==> config.mk <==
export PLATFORM = sky130hd
export DESIGN_NAME = cfg_loader
export DESIGN_NICKNAME = d
export VERILOG_FILES = /design/src/rtl/cfgl_pkg.sv /design/src/rtl/cfgl_sync.sv /design/src/rtl/cfgl_dpath.sv /design/src/rtl/cfgl_ctrl.sv /design/src/rtl/cfg_loader.sv
export SDC_FILE = /design/constraint.sdc
export NUM_CORES = 1
export LEC_CHECK = 0
export BUFFER_PORTS_ARGS = -buffer_cell sky130_fd_sc_hd__buf_2
export CAP_MARGIN = 20
export CORE_MARGIN = 2
export CORE_UTILIZATION = 51
export DETAILED_ROUTE_END_ITERATION = 12
export GPL_TIMING_DRIVEN = 0
export PLACE_DENSITY = 0.76
export SYNTH_ARGS = -nofsm -noshare
export SYNTH_HDL_FRONTEND = slang
export SYNTH_SLANG_ARGS = --single-unit
==> constraint.sdc <==
create_clock -name clk -period 2.2 [get_ports clk]
set_input_delay 0.44 -clock clk [delete_from_list [all_inputs] [get_ports clk]]
set_output_delay 0.44 -clock clk [all_outputs]
set_load 0.05 [all_outputs]
==> src/rtl/cfgl_pkg.sv <==
package cfgl_pkg;

  typedef enum logic [3:0] {
    ST_IDLE,
    ST_RESET,
    ST_WAITINIT,
    ST_LONEHI,
    ST_LONELO,
    ST_WAITBYTE,
    ST_BITHI,
    ST_BITLO,
    ST_POLL,
    ST_DONECHK
  } seqState_t;

  // strobes from control to datapath
  typedef struct packed {
    logic tmrClr;
    logic tmrInc;
    logic bitClr;
    logic bitInc;
    logic loadByte;
    logic startLoad;
    logic cntInc;
    logic setOk;
    logic setErr;
  } ctrlStrobe_t;

  // conditions from datapath to control
  typedef struct packed {
    logic hitReset;
    logic hitTimeout;
    logic hitLone;
    logic hitHigh;
    logic hitLow;
    logic lastBit;
    logic lastByte;
    logic noBytes;
    logic initHigh;
    logic doneHigh;
  } dpStatus_t;

  function automatic int cfglMax(input int a, input int b);
    return (a > b) ? a : b;
  endfunction

endpackage

==> src/rtl/cfgl_sync.sv <==
module cfgl_sync #(
  parameter int STAGES = 2
) (
  input  logic clk,
  input  logic rstN,
  input  logic d,
  output logic q
);
  logic [STAGES-1:0] pipe;

  generate
    if (STAGES == 1) begin : g_one
      always_ff @(posedge clk or negedge rstN) begin
        if (!rstN) pipe <= '0;
        else       pipe <= d;
      end
    end else begin : g_many
      always_ff @(posedge clk or negedge rstN) begin
        if (!rstN) pipe <= '0;
        else       pipe <= {pipe[STAGES-2:0], d};
      end
    end
  endgenerate

  assign q = pipe[STAGES-1];
endmodule

==> src/rtl/cfgl_dpath.sv <==
module cfgl_dpath
  import cfgl_pkg::*;
#(
  parameter int RESET_CYCLES = 10000,
  parameter int INIT_TIMEOUT = 200000,
  parameter int LONE_HIGH    = 64,
  parameter int CCLK_HIGH    = 4,
  parameter int CCLK_LOW     = 4,
  parameter int CNT_W        = 20,
  parameter int DATA_W       = 8,
  parameter int SYNC_STAGES  = 2
) (
  input  logic              clk,
  input  logic              rstN,
  input  ctrlStrobe_t       strobe,
  input  logic [CNT_W-1:0]  totalBytes,
  input  logic [DATA_W-1:0] wrData,
  input  logic              initIn,
  input  logic              doneIn,
  output dpStatus_t         status,
  output logic [DATA_W-1:0] dOut,
  output logic [CNT_W-1:0]  bytesSent,
  output logic              ok,
  output logic              err
);
  localparam int TMR_MAX = cfglMax(cfglMax(RESET_CYCLES, INIT_TIMEOUT),
                                   cfglMax(LONE_HIGH, cfglMax(CCLK_HIGH, CCLK_LOW)));
  localparam int TMR_W   = (TMR_MAX < 2) ? 1 : $clog2(TMR_MAX);
  localparam int BIT_W   = (DATA_W < 2) ? 1 : $clog2(DATA_W);
  localparam int N_SYNC  = 2;

  logic [TMR_W-1:0]  tmr;
  logic [BIT_W-1:0]  bitIdx;
  logic [CNT_W-1:0]  cnt;
  logic [CNT_W-1:0]  total;
  logic [DATA_W-1:0] dReg;
  logic              okR;
  logic              errR;

  logic [N_SYNC-1:0] rawIn;
  logic [N_SYNC-1:0] syncIn;

  assign rawIn = {doneIn, initIn};

  genvar gi;
  generate
    for (gi = 0; gi < N_SYNC; gi++) begin : g_sync
      cfgl_sync #(.STAGES(SYNC_STAGES)) u_sync (
        .clk  (clk),
        .rstN (rstN),
        .d    (rawIn[gi]),
        .q    (syncIn[gi])
      );
    end
  endgenerate

  // phase timer shared by all timed states
  always_ff @(posedge clk or negedge rstN) begin
    if (!rstN)              tmr <= '0;
    else if (strobe.tmrClr) tmr <= '0;
    else if (strobe.tmrInc) tmr <= tmr + TMR_W'(1);
  end

  always_ff @(posedge clk or negedge rstN) begin
    if (!rstN)              bitIdx <= '0;
    else if (strobe.bitClr) bitIdx <= '0;
    else if (strobe.bitInc) bitIdx <= bitIdx + BIT_W'(1);
  end

  always_ff @(posedge clk or negedge rstN) begin
    if (!rstN) begin
      cnt   <= '0;
      total <= '0;
    end else if (strobe.startLoad) begin
      cnt   <= '0;
      total <= totalBytes;
    end else if (strobe.cntInc) begin
      cnt   <= cnt + CNT_W'(1);
    end
  end

  always_ff @(posedge clk or negedge rstN) begin
    if (!rstN)                dReg <= '0;
    else if (strobe.loadByte) dReg <= wrData;
  end

  always_ff @(posedge clk or negedge rstN) begin
    if (!rstN) begin
      okR  <= 1'b0;
      errR <= 1'b0;
    end else if (strobe.startLoad) begin
      okR  <= 1'b0;
      errR <= 1'b0;
    end else begin
      if (strobe.setOk)  okR  <= 1'b1;
      if (strobe.setErr) errR <= 1'b1;
    end
  end

  always_comb begin
    status.hitReset   = (tmr == TMR_W'(RESET_CYCLES - 1));
    status.hitTimeout = (tmr == TMR_W'(INIT_TIMEOUT - 1));
    status.hitLone    = (tmr == TMR_W'(LONE_HIGH - 1));
    status.hitHigh    = (tmr == TMR_W'(CCLK_HIGH - 1));
    status.hitLow     = (tmr == TMR_W'(CCLK_LOW - 1));
    status.lastBit    = (bitIdx == BIT_W'(DATA_W - 1));
    status.lastByte   = ((cnt + CNT_W'(1)) == total);
    status.noBytes    = (total == '0);
    status.initHigh   = syncIn[0];
    status.doneHigh   = syncIn[1];
  end

  assign dOut      = dReg;
  assign bytesSent = cnt;
  assign ok        = okR;
  assign err       = errR;
endmodule

==> src/rtl/cfgl_ctrl.sv <==
module cfgl_ctrl
  import cfgl_pkg::*;
(
  input  logic        clk,
  input  logic        rstN,
  input  logic        start,
  input  logic        wrValid,
  input  dpStatus_t   status,
  output ctrlStrobe_t strobe,
  output logic        progN,
  output logic        initDrvLow,
  output logic        cclk,
  output logic        wrReady,
  output logic        busy
);
  seqState_t st;
  seqState_t stNx;

  always_ff @(posedge clk or negedge rstN) begin
    if (!rstN) st <= ST_IDLE;
    else       st <= stNx;
  end

  always_comb begin
    stNx   = st;
    strobe = '0;
    case (st)
      ST_IDLE: begin
        if (start) begin
          strobe.startLoad = 1'b1;
          strobe.tmrClr    = 1'b1;
          stNx             = ST_RESET;
        end
      end
      ST_RESET: begin
        if (status.hitReset) begin
          strobe.tmrClr = 1'b1;
          stNx          = ST_WAITINIT;
        end else begin
          strobe.tmrInc = 1'b1;
        end
      end
      ST_WAITINIT: begin
        if (status.initHigh) begin
          strobe.tmrClr = 1'b1;
          stNx          = ST_LONEHI;
        end else if (status.hitTimeout) begin
          strobe.setErr = 1'b1;
          stNx          = ST_IDLE;
        end else begin
          strobe.tmrInc = 1'b1;
        end
      end
      ST_LONEHI: begin
        if (status.hitLone) begin
          strobe.tmrClr = 1'b1;
          stNx          = ST_LONELO;
        end else begin
          strobe.tmrInc = 1'b1;
        end
      end
      ST_LONELO: begin
        if (status.hitLow) begin
          strobe.tmrClr = 1'b1;
          stNx          = status.noBytes ? ST_DONECHK : ST_WAITBYTE;
        end else begin
          strobe.tmrInc = 1'b1;
        end
      end
      ST_WAITBYTE: begin
        if (wrValid) begin
          strobe.loadByte = 1'b1;
          strobe.bitClr   = 1'b1;
          strobe.tmrClr   = 1'b1;
          stNx            = ST_BITHI;
        end
      end
      ST_BITHI: begin
        if (status.hitHigh) begin
          strobe.tmrClr = 1'b1;
          stNx          = ST_BITLO;
        end else begin
          strobe.tmrInc = 1'b1;
        end
      end
      ST_BITLO: begin
        if (status.hitLow) begin
          strobe.tmrClr = 1'b1;
          if (status.lastBit) begin
            stNx = ST_POLL;
          end else begin
            strobe.bitInc = 1'b1;
            stNx          = ST_BITHI;
          end
        end else begin
          strobe.tmrInc = 1'b1;
        end
      end
      ST_POLL: begin
        strobe.cntInc = 1'b1;
        if (!status.initHigh) begin
          strobe.setErr = 1'b1;
          stNx          = ST_IDLE;
        end else if (status.lastByte) begin
          stNx = ST_DONECHK;
        end else begin
          stNx = ST_WAITBYTE;
        end
      end
      ST_DONECHK: begin
        if (status.doneHigh) strobe.setOk  = 1'b1;
        else                 strobe.setErr = 1'b1;
        stNx = ST_IDLE;
      end
      default: stNx = ST_IDLE;
    endcase
  end

  assign progN      = (st != ST_RESET);
  assign initDrvLow = (st == ST_RESET);
  assign cclk       = (st == ST_LONEHI) || (st == ST_BITHI);
  assign wrReady    = (st == ST_WAITBYTE);
  assign busy       = (st != ST_IDLE);
endmodule

==> src/rtl/cfg_loader.sv <==
module cfg_loader
  import cfgl_pkg::*;
#(
  parameter int RESET_CYCLES = 10000,
  parameter int INIT_TIMEOUT = 200000,
  parameter int LONE_HIGH    = 64,
  parameter int CCLK_HIGH    = 4,
  parameter int CCLK_LOW     = 4,
  parameter int CNT_W        = 20,
  parameter int DATA_W       = 8
) (
  input  logic              clk,
  input  logic              rstN,
  input  logic              start,
  input  logic [CNT_W-1:0]  totalBytes,
  input  logic              wrValid,
  input  logic [DATA_W-1:0] wrData,
  output logic              wrReady,
  output logic              progN,
  output logic              initDrvLow,
  input  logic              initIn,
  output logic              cclk,
  output logic [DATA_W-1:0] dOut,
  input  logic              doneIn,
  output logic              busy,
  output logic              ok,
  output logic              err,
  output logic [CNT_W-1:0]  bytesSent
);
  ctrlStrobe_t strobe;
  dpStatus_t   status;

  cfgl_ctrl u_ctrl (
    .clk        (clk),
    .rstN       (rstN),
    .start      (start),
    .wrValid    (wrValid),
    .status     (status),
    .strobe     (strobe),
    .progN      (progN),
    .initDrvLow (initDrvLow),
    .cclk       (cclk),
    .wrReady    (wrReady),
    .busy       (busy)
  );

  cfgl_dpath #(
    .RESET_CYCLES (RESET_CYCLES),
    .INIT_TIMEOUT (INIT_TIMEOUT),
    .LONE_HIGH    (LONE_HIGH),
    .CCLK_HIGH    (CCLK_HIGH),
    .CCLK_LOW     (CCLK_LOW),
    .CNT_W        (CNT_W),
    .DATA_W       (DATA_W),
    .SYNC_STAGES  (2)
  ) u_dpath (
    .clk        (clk),
    .rstN       (rstN),
    .strobe     (strobe),
    .totalBytes (totalBytes),
    .wrData     (wrData),
    .initIn     (initIn),
    .doneIn     (doneIn),
    .status     (status),
    .dOut       (dOut),
    .bytesSent  (bytesSent),
    .ok         (ok),
    .err        (err)
  );
endmodule

Word-level counts from Yosys, hierarchy flattened
Index checks and enable logic that the tools add are counted.
{"block": "op_classes", "n_addsub": 3, "eq_ne": 24, "mux": 50, "n_reduce_logical": 11}
{"operator": "$mux 4", "count": 13}
{"operator": "$mux 20", "count": 2}
{"operator": "$mux 18", "count": 2}
{"operator": "$pmux 4 s9", "count": 1}
{"operator": "$mux 1", "count": 27}
{"operator": "$add 20x1->20 const B", "count": 1}
{"operator": "$eq 20x20->1", "count": 1}
{"operator": "$logic_not 20->1", "count": 1}
{"operator": "$add 18x1->18 const B", "count": 1}
{"operator": "$eq 18x14->1 const B", "count": 1}
{"operator": "$eq 18x18->1 const B", "count": 1}
{"operator": "$eq 18x2->1 const B", "count": 1}
{"operator": "$eq 18x6->1 const B", "count": 1}
{"operator": "$eq 4x3->1 const B", "count": 4}
{"operator": "$ne 2x2->1 const B", "count": 6}
{"operator": "$reduce_bool 2->1", "count": 5}
{"operator": "$eq 4x2->1 const B", "count": 2}
{"operator": "$eq 4x4->1 const B", "count": 2}
{"operator": "$reduce_and 8->1", "count": 1}
{"operator": "$mux 3", "count": 2}
{"operator": "$pmux 1 s6", "count": 1}
{"operator": "$eq 4x1->1 const B", "count": 1}
{"operator": "$logic_not 4->1", "count": 1}
{"operator": "$ne 4x1->1 const B", "count": 1}
{"operator": "other kinds (9)", "count": 9}
{"block": "totals", "ff_bits": 79, "input_bits": 34, "output_inout_bits": 35, "elab_cells": 98}

Longest topological paths before layout
{"block": "depth", "word_depth": 6, "depth_mapped": 11, "depth_no_buf": 9}

Hierarchy
Synthesis repeated with hierarchy kept, for this count alone.
{"block": "hier_totals", "hier_cells": 489, "hier_area_um2": 4662.0}
{"module": "cfgl_dpath", "n_inst": 1, "cells_per_inst": 404, "area_each_um2": 3917.5}
{"module": "cfgl_ctrl", "n_inst": 1, "cells_per_inst": 81, "area_each_um2": 644.4}
{"module": "cfgl_sync", "n_inst": 2, "cells_per_inst": 2, "area_each_um2": 50.0}

Worst setup path before layout
OpenSTA, ideal clock, no wires.
{"block": "synth_timing", "path_kind": "register to register", "startpoint": "register u_ctrl.st[3]", "endpoint": "register u_dpath.tmr[17]", "arrival_time_ps": 2586, "path_slack_ps": -510, "stages_incl_launch_ff": 10, "synth_period_minus_slack_ps": 2710, "path_cell_list": "dfrtp_1 buf_2 or2b_2 nor2_1 nand2_1 nand4_1 a21o_1 buf_2 nor4_1 or2_1"}
{"block": "synth_via", "elab_cells_between_ends": 13}
{"item": "start: declaration", "line": "cfgl_ctrl.sv:16", "text": "seqState_t st;"}
{"item": "start signal: assignment", "line": "cfgl_ctrl.sv:21", "text": "else st <= stNx;"}
{"item": "$eq 4x3->1 (*)"}
{"item": "via wrReady", "line": "cfg_loader.sv:18", "text": "output logic wrReady,"}
{"item": "$pmux 1 s6 (*)", "line": "cfgl_ctrl.sv:27", "text": "case (st)"}
{"item": "$mux 18 / $reduce_bool 2->1 (equally long branches)"}
{"item": "end signal: assignment", "line": "cfgl_dpath.sv:61", "text": "else if (strobe.tmrInc) tmr <= tmr + TMR_W'(1);"}
{"item": "end: declaration", "line": "cfgl_dpath.sv:32", "text": "logic [TMR_W-1:0] tmr;"}
Mark *: on every way through the listed nets, which the timed path passes. The rest lies on a longest branch.
A chain may end at the register's enable or synchronous reset.

Final worst setup path
{"block": "layout_timing", "startpoint": "register u_dpath.tmr[15]", "endpoint": "register u_ctrl.st[1]"}
{"block": "layout_via", "elab_chain_len": 3, "elab_cells_between_ends": 11}
{"item": "$eq 18x18->1, or another cell as far along", "line": "cfgl_dpath.sv:102", "text": "status.hitTimeout = (tmr == TMR_W'(INIT_TIMEOUT - 1));"}
{"item": "$ne 3x2->1 (no source line), or another cell as far along"}
{"item": "$reduce_and 8->1 (no source line) (*)"}
Every way passes the cells marked *; elsewhere a longest branch is shown, timed or not.

==> impl_results.md <==
- Status: finished with violations
- Failing checks: negative setup slack
- Hold WC Path Type: input pin to register
- CTS tree: built
- Fill count: 668
- Maximum vdd drop: 0.927 mV
- EDFF count, synth: 0
- Synth Area in XOR/XNOR: 0.0938
- Post-synth top area share: 0.432
- Core Region: 0.00872 sq mm
- Yosys reg bits: 79
- Mux cell area share after synthesis: 0.0161
- First-pass GRT wire length: between 15 and 20 mm
- Syn_area_per_cell: 8.86 sq um
- CP Max Fanout: 6
- CTS H-tree lvls: 3
- Fin. Hold Viols: 0
- Post-Synth Simple-Gate Area: 0.288
- Clock tree buffer depth: 2
- Die width: approximately 100 um
- Antenna cells: 0
- Largest net degree at the start of global routing: between 60 and 70
- Adder-Cell Fraction of Synth Area: 0.0109
- CTS Sinks: 79
- Initial antenna violation count: 0
- Multi-input logic area: roughly 0.0027 sq mm
- Initial Util: 0.524
- DRT iter0 DRCs: 218
- Area of the die: 0.00974 sq mm
- Slew Viols, Final: 0
- Fin Hold WS: between 0.15 and 0.2 ns
- RR Endpoint: u_ctrl.st[1]
- GPL Wtd Cong: 0.894
- Hold path start: doneIn
- Clock buffer count from CTS: 9
- # rows: 34
- End of the worst hold path: u_dpath.g_sync[1].u_sync.pipe[0]
- Avg WL per Cell: 16.7 um
- Total length of routed wires: roughly 12 mm
- Worst slack, placed: -0.344 ns
- Post-synth top area cell: dfrtp_1
- Maxcap violations: 0
- Ys async rst share: 1.00
- Most used DFF post-synth: dfrtp_1
- IO Pins: 69
- Worst r2r src: u_dpath.tmr[15]
- RSZ-0062 raised after global routing: yes
- Fmax: 0.425 GHz
- Net Count, Synth: 554
- Netlist cell types: 61
- Skew final: 0.00798 ns
- Reg2Reg Depth: 7
- Mapped Area: 0.00457 sq mm
- Final setup margin: -0.152 ns
- Final setup vio count: 12
- Post-layout min period: between 2 and 2.5 ns
- Arr. time, crit path: 2.60 ns
- Period utilization: 1.07
- Drc violations: 0
- Main combinational cell family by area after synthesis: simple AND/OR/NAND/NOR gates
- Sequential area share after synthesis: 0.432
- GRT Resource Usage Total: 0.249
- Leak pwr: approximately 2.8 nW
- Post-route ant nets: 0
- Max-slew headroom: 0.610
- GRT overflow: 0
- Setup slack, reg-to-reg: -0.15 ns
- Tightest Pin Transition: about 0.58 ns
- DP Wirelength: ~8.1 mm
- Die extent in y: 98.7 um
- Hold depth: 1
- Yosys warns: 0
- Final #Nets: 670
- Post-synthesis compound-gate area fraction: 0.125
- Register Area: ~0.002 sq mm
- Clock Pin Slew Worst Setup and Hold Paths: 0.08 ns
- Via count: 4309
- Synth top area cells: dfrtp_1 43%, nand2_1 9.6%, xnor2_1 5.2%
- Number of global-route vias before repair: 4144
- CP Launch Type: register
- Later-pin clock latency in the skew report: 0.36 ns
- Drt first pass iters: 6
- Layout area overhead: 30.5%
- Clk Tree Root Cell: clkbuf_8
- Layout cells sized above 1: 0.334
- Crit. End Element: register
- Synth Instances: 516
- Kind of critical path: register to register
- Vias per cell: approximately 5.8
- Port bufs: 68
- CP required: 2.45 ns
- Power Dens Cells: around 1400 mW/mm^2
## metal layers
metal,vias up,wire length [um],GRT usage,share of wire
met3,27,670,0.0326,0.054
met4,0,243,0.0875,0.020
met2,140,6380,0.431,0.51
met5,-,0,0,0
li1,2034,-,-,-
met1,2108,5130,0.323,0.41
## cell type report
type	instances	area share
Inverter	5	0.00377
Sequential cell	79	0.335
Tap cell	108	0.0226
Multi-Input combinational cell	406	0.455
Timing Repair Buffer	109	0.119
Clock inverter	4	0.0128
Clock buffer	12	0.0260
Buffer	22	0.0256
## how the worst max path moves through the flow
stage                         startpoint           end  slack, ns  cells after the start
finish                   u_dpath.tmr[15]  u_ctrl.st[1]      -0.15                      7
global route        u_dpath.bytesSent[0]  u_ctrl.st[3]      -0.27                      9
CTS                 u_dpath.bytesSent[0]  u_ctrl.st[3]      -0.04                      8
detailed placement        u_dpath.tmr[0]  u_ctrl.st[1]      -0.34                      7
global placement          u_dpath.tmr[0]  u_ctrl.st[1]      -0.31                      7
floorplan           u_dpath.bytesSent[1]  u_ctrl.st[3]      -0.12                      9
## Yosys cell counts, drive strengths merged (6+ instances only)
library cell  number
and4               6
o31ai              8
a31oi              8
o21ai             42
nor3              11
nand3             15
dfrtp             79
nand2            118
a21oi              8
and3              15
nand4             14
nor4              12
xnor2             27
xor2              22
nor2              52
clkbuf            17
buf                9
## state kept, by name, summed over array words and instances (netlist names)
name and count:
u_ctrl.st 4, u_dpath.bytesSent 20, u_dpath.err 1, u_dpath.total 20, u_dpath.ok 1, u_dpath.g_sync.u_sync.pipe 4
u_dpath.bitIdx 3, u_dpath.dOut 8, u_dpath.tmr 18
## per-stage QoR
| step | instance area [sq um] | setup TNS [ns] | util | power [mW] | cells |
|---|---|---|---|---|---|
| 2_1_floorplan | 4630 | -0.138 | - | 5.38 | 516 |
| 4_1_cts | 5660 | -0.108 | 0.648 | 7.91 | 727 |
| 3_3_place_gp | 5100 | -6.85 | 0.585 | 6.23 | 692 |
| 5_1_grt | 5970 | -2.37 | 0.684 | 8.84 | 745 |
| 3_5_place_dp | 5130 | -7.41 | 0.589 | 6.33 | 693 |
| 6_report | 5970 | -0.942 | 0.684 | 8.39 | 745 |
## logic make-up after synthesis
kind of cell / after synthesis
XOR/XNOR: 49
buffers and inverters: 31
adder cells (fa/ha/maj): 4
flip-flops: 79
multiplexers: 7
AND/OR/NAND/NOR: 258
AO/OA/AOI/OAI: 88
## where the power goes
group | switching, mW | internal (mW)
Combinational | 2.88 | 1.66
Clock | 0.572 | 0.706
Sequential | 0.613 | 1.96
## critical path: stages (launching register included)
cell	delay (ns)
dfrtp_1	0.42
buf_4	0.15
nor4_1	0.47
and4b_1	0.33
a211oi_4	0.09
buf_6	0.16
nor3_4	0.26
mux2_2	0.37
## layout by cell type (no fill, tap or decap), types with 5 or more instances in the layout
master / count
o31ai_1: 8
nand2_1: 115
xor2_1: 22
and3_1: 12
o21ai_0: 32
clkbuf_8: 13
a31oi_1: 8
buf_6: 6
xnor2_1: 26
nor3_1: 6
o21ai_1: 6
buf_2: 69
clkbuf_1: 9
dfrtp_1: 62
nor2_1: 43
nand3_1: 9
and4_1: 6
nor2_4: 7
buf_4: 36
nand4_1: 12
nor4_4: 5
nor4_1: 5
dfrtp_2: 16
a21oi_1: 7
## repair_timing
action                                 in CTS  in global routing
buffers inserted                           18                 19
gates cloned                                0                  2
resized for setup                          34                 46
pin swaps                                  13                 18
endpoints found under the hold margin      17                  0
setup endpoints to repair                  33                 34
hold buffers                                1                  0
Note: power is estimated with default switching activity, not from simulation.
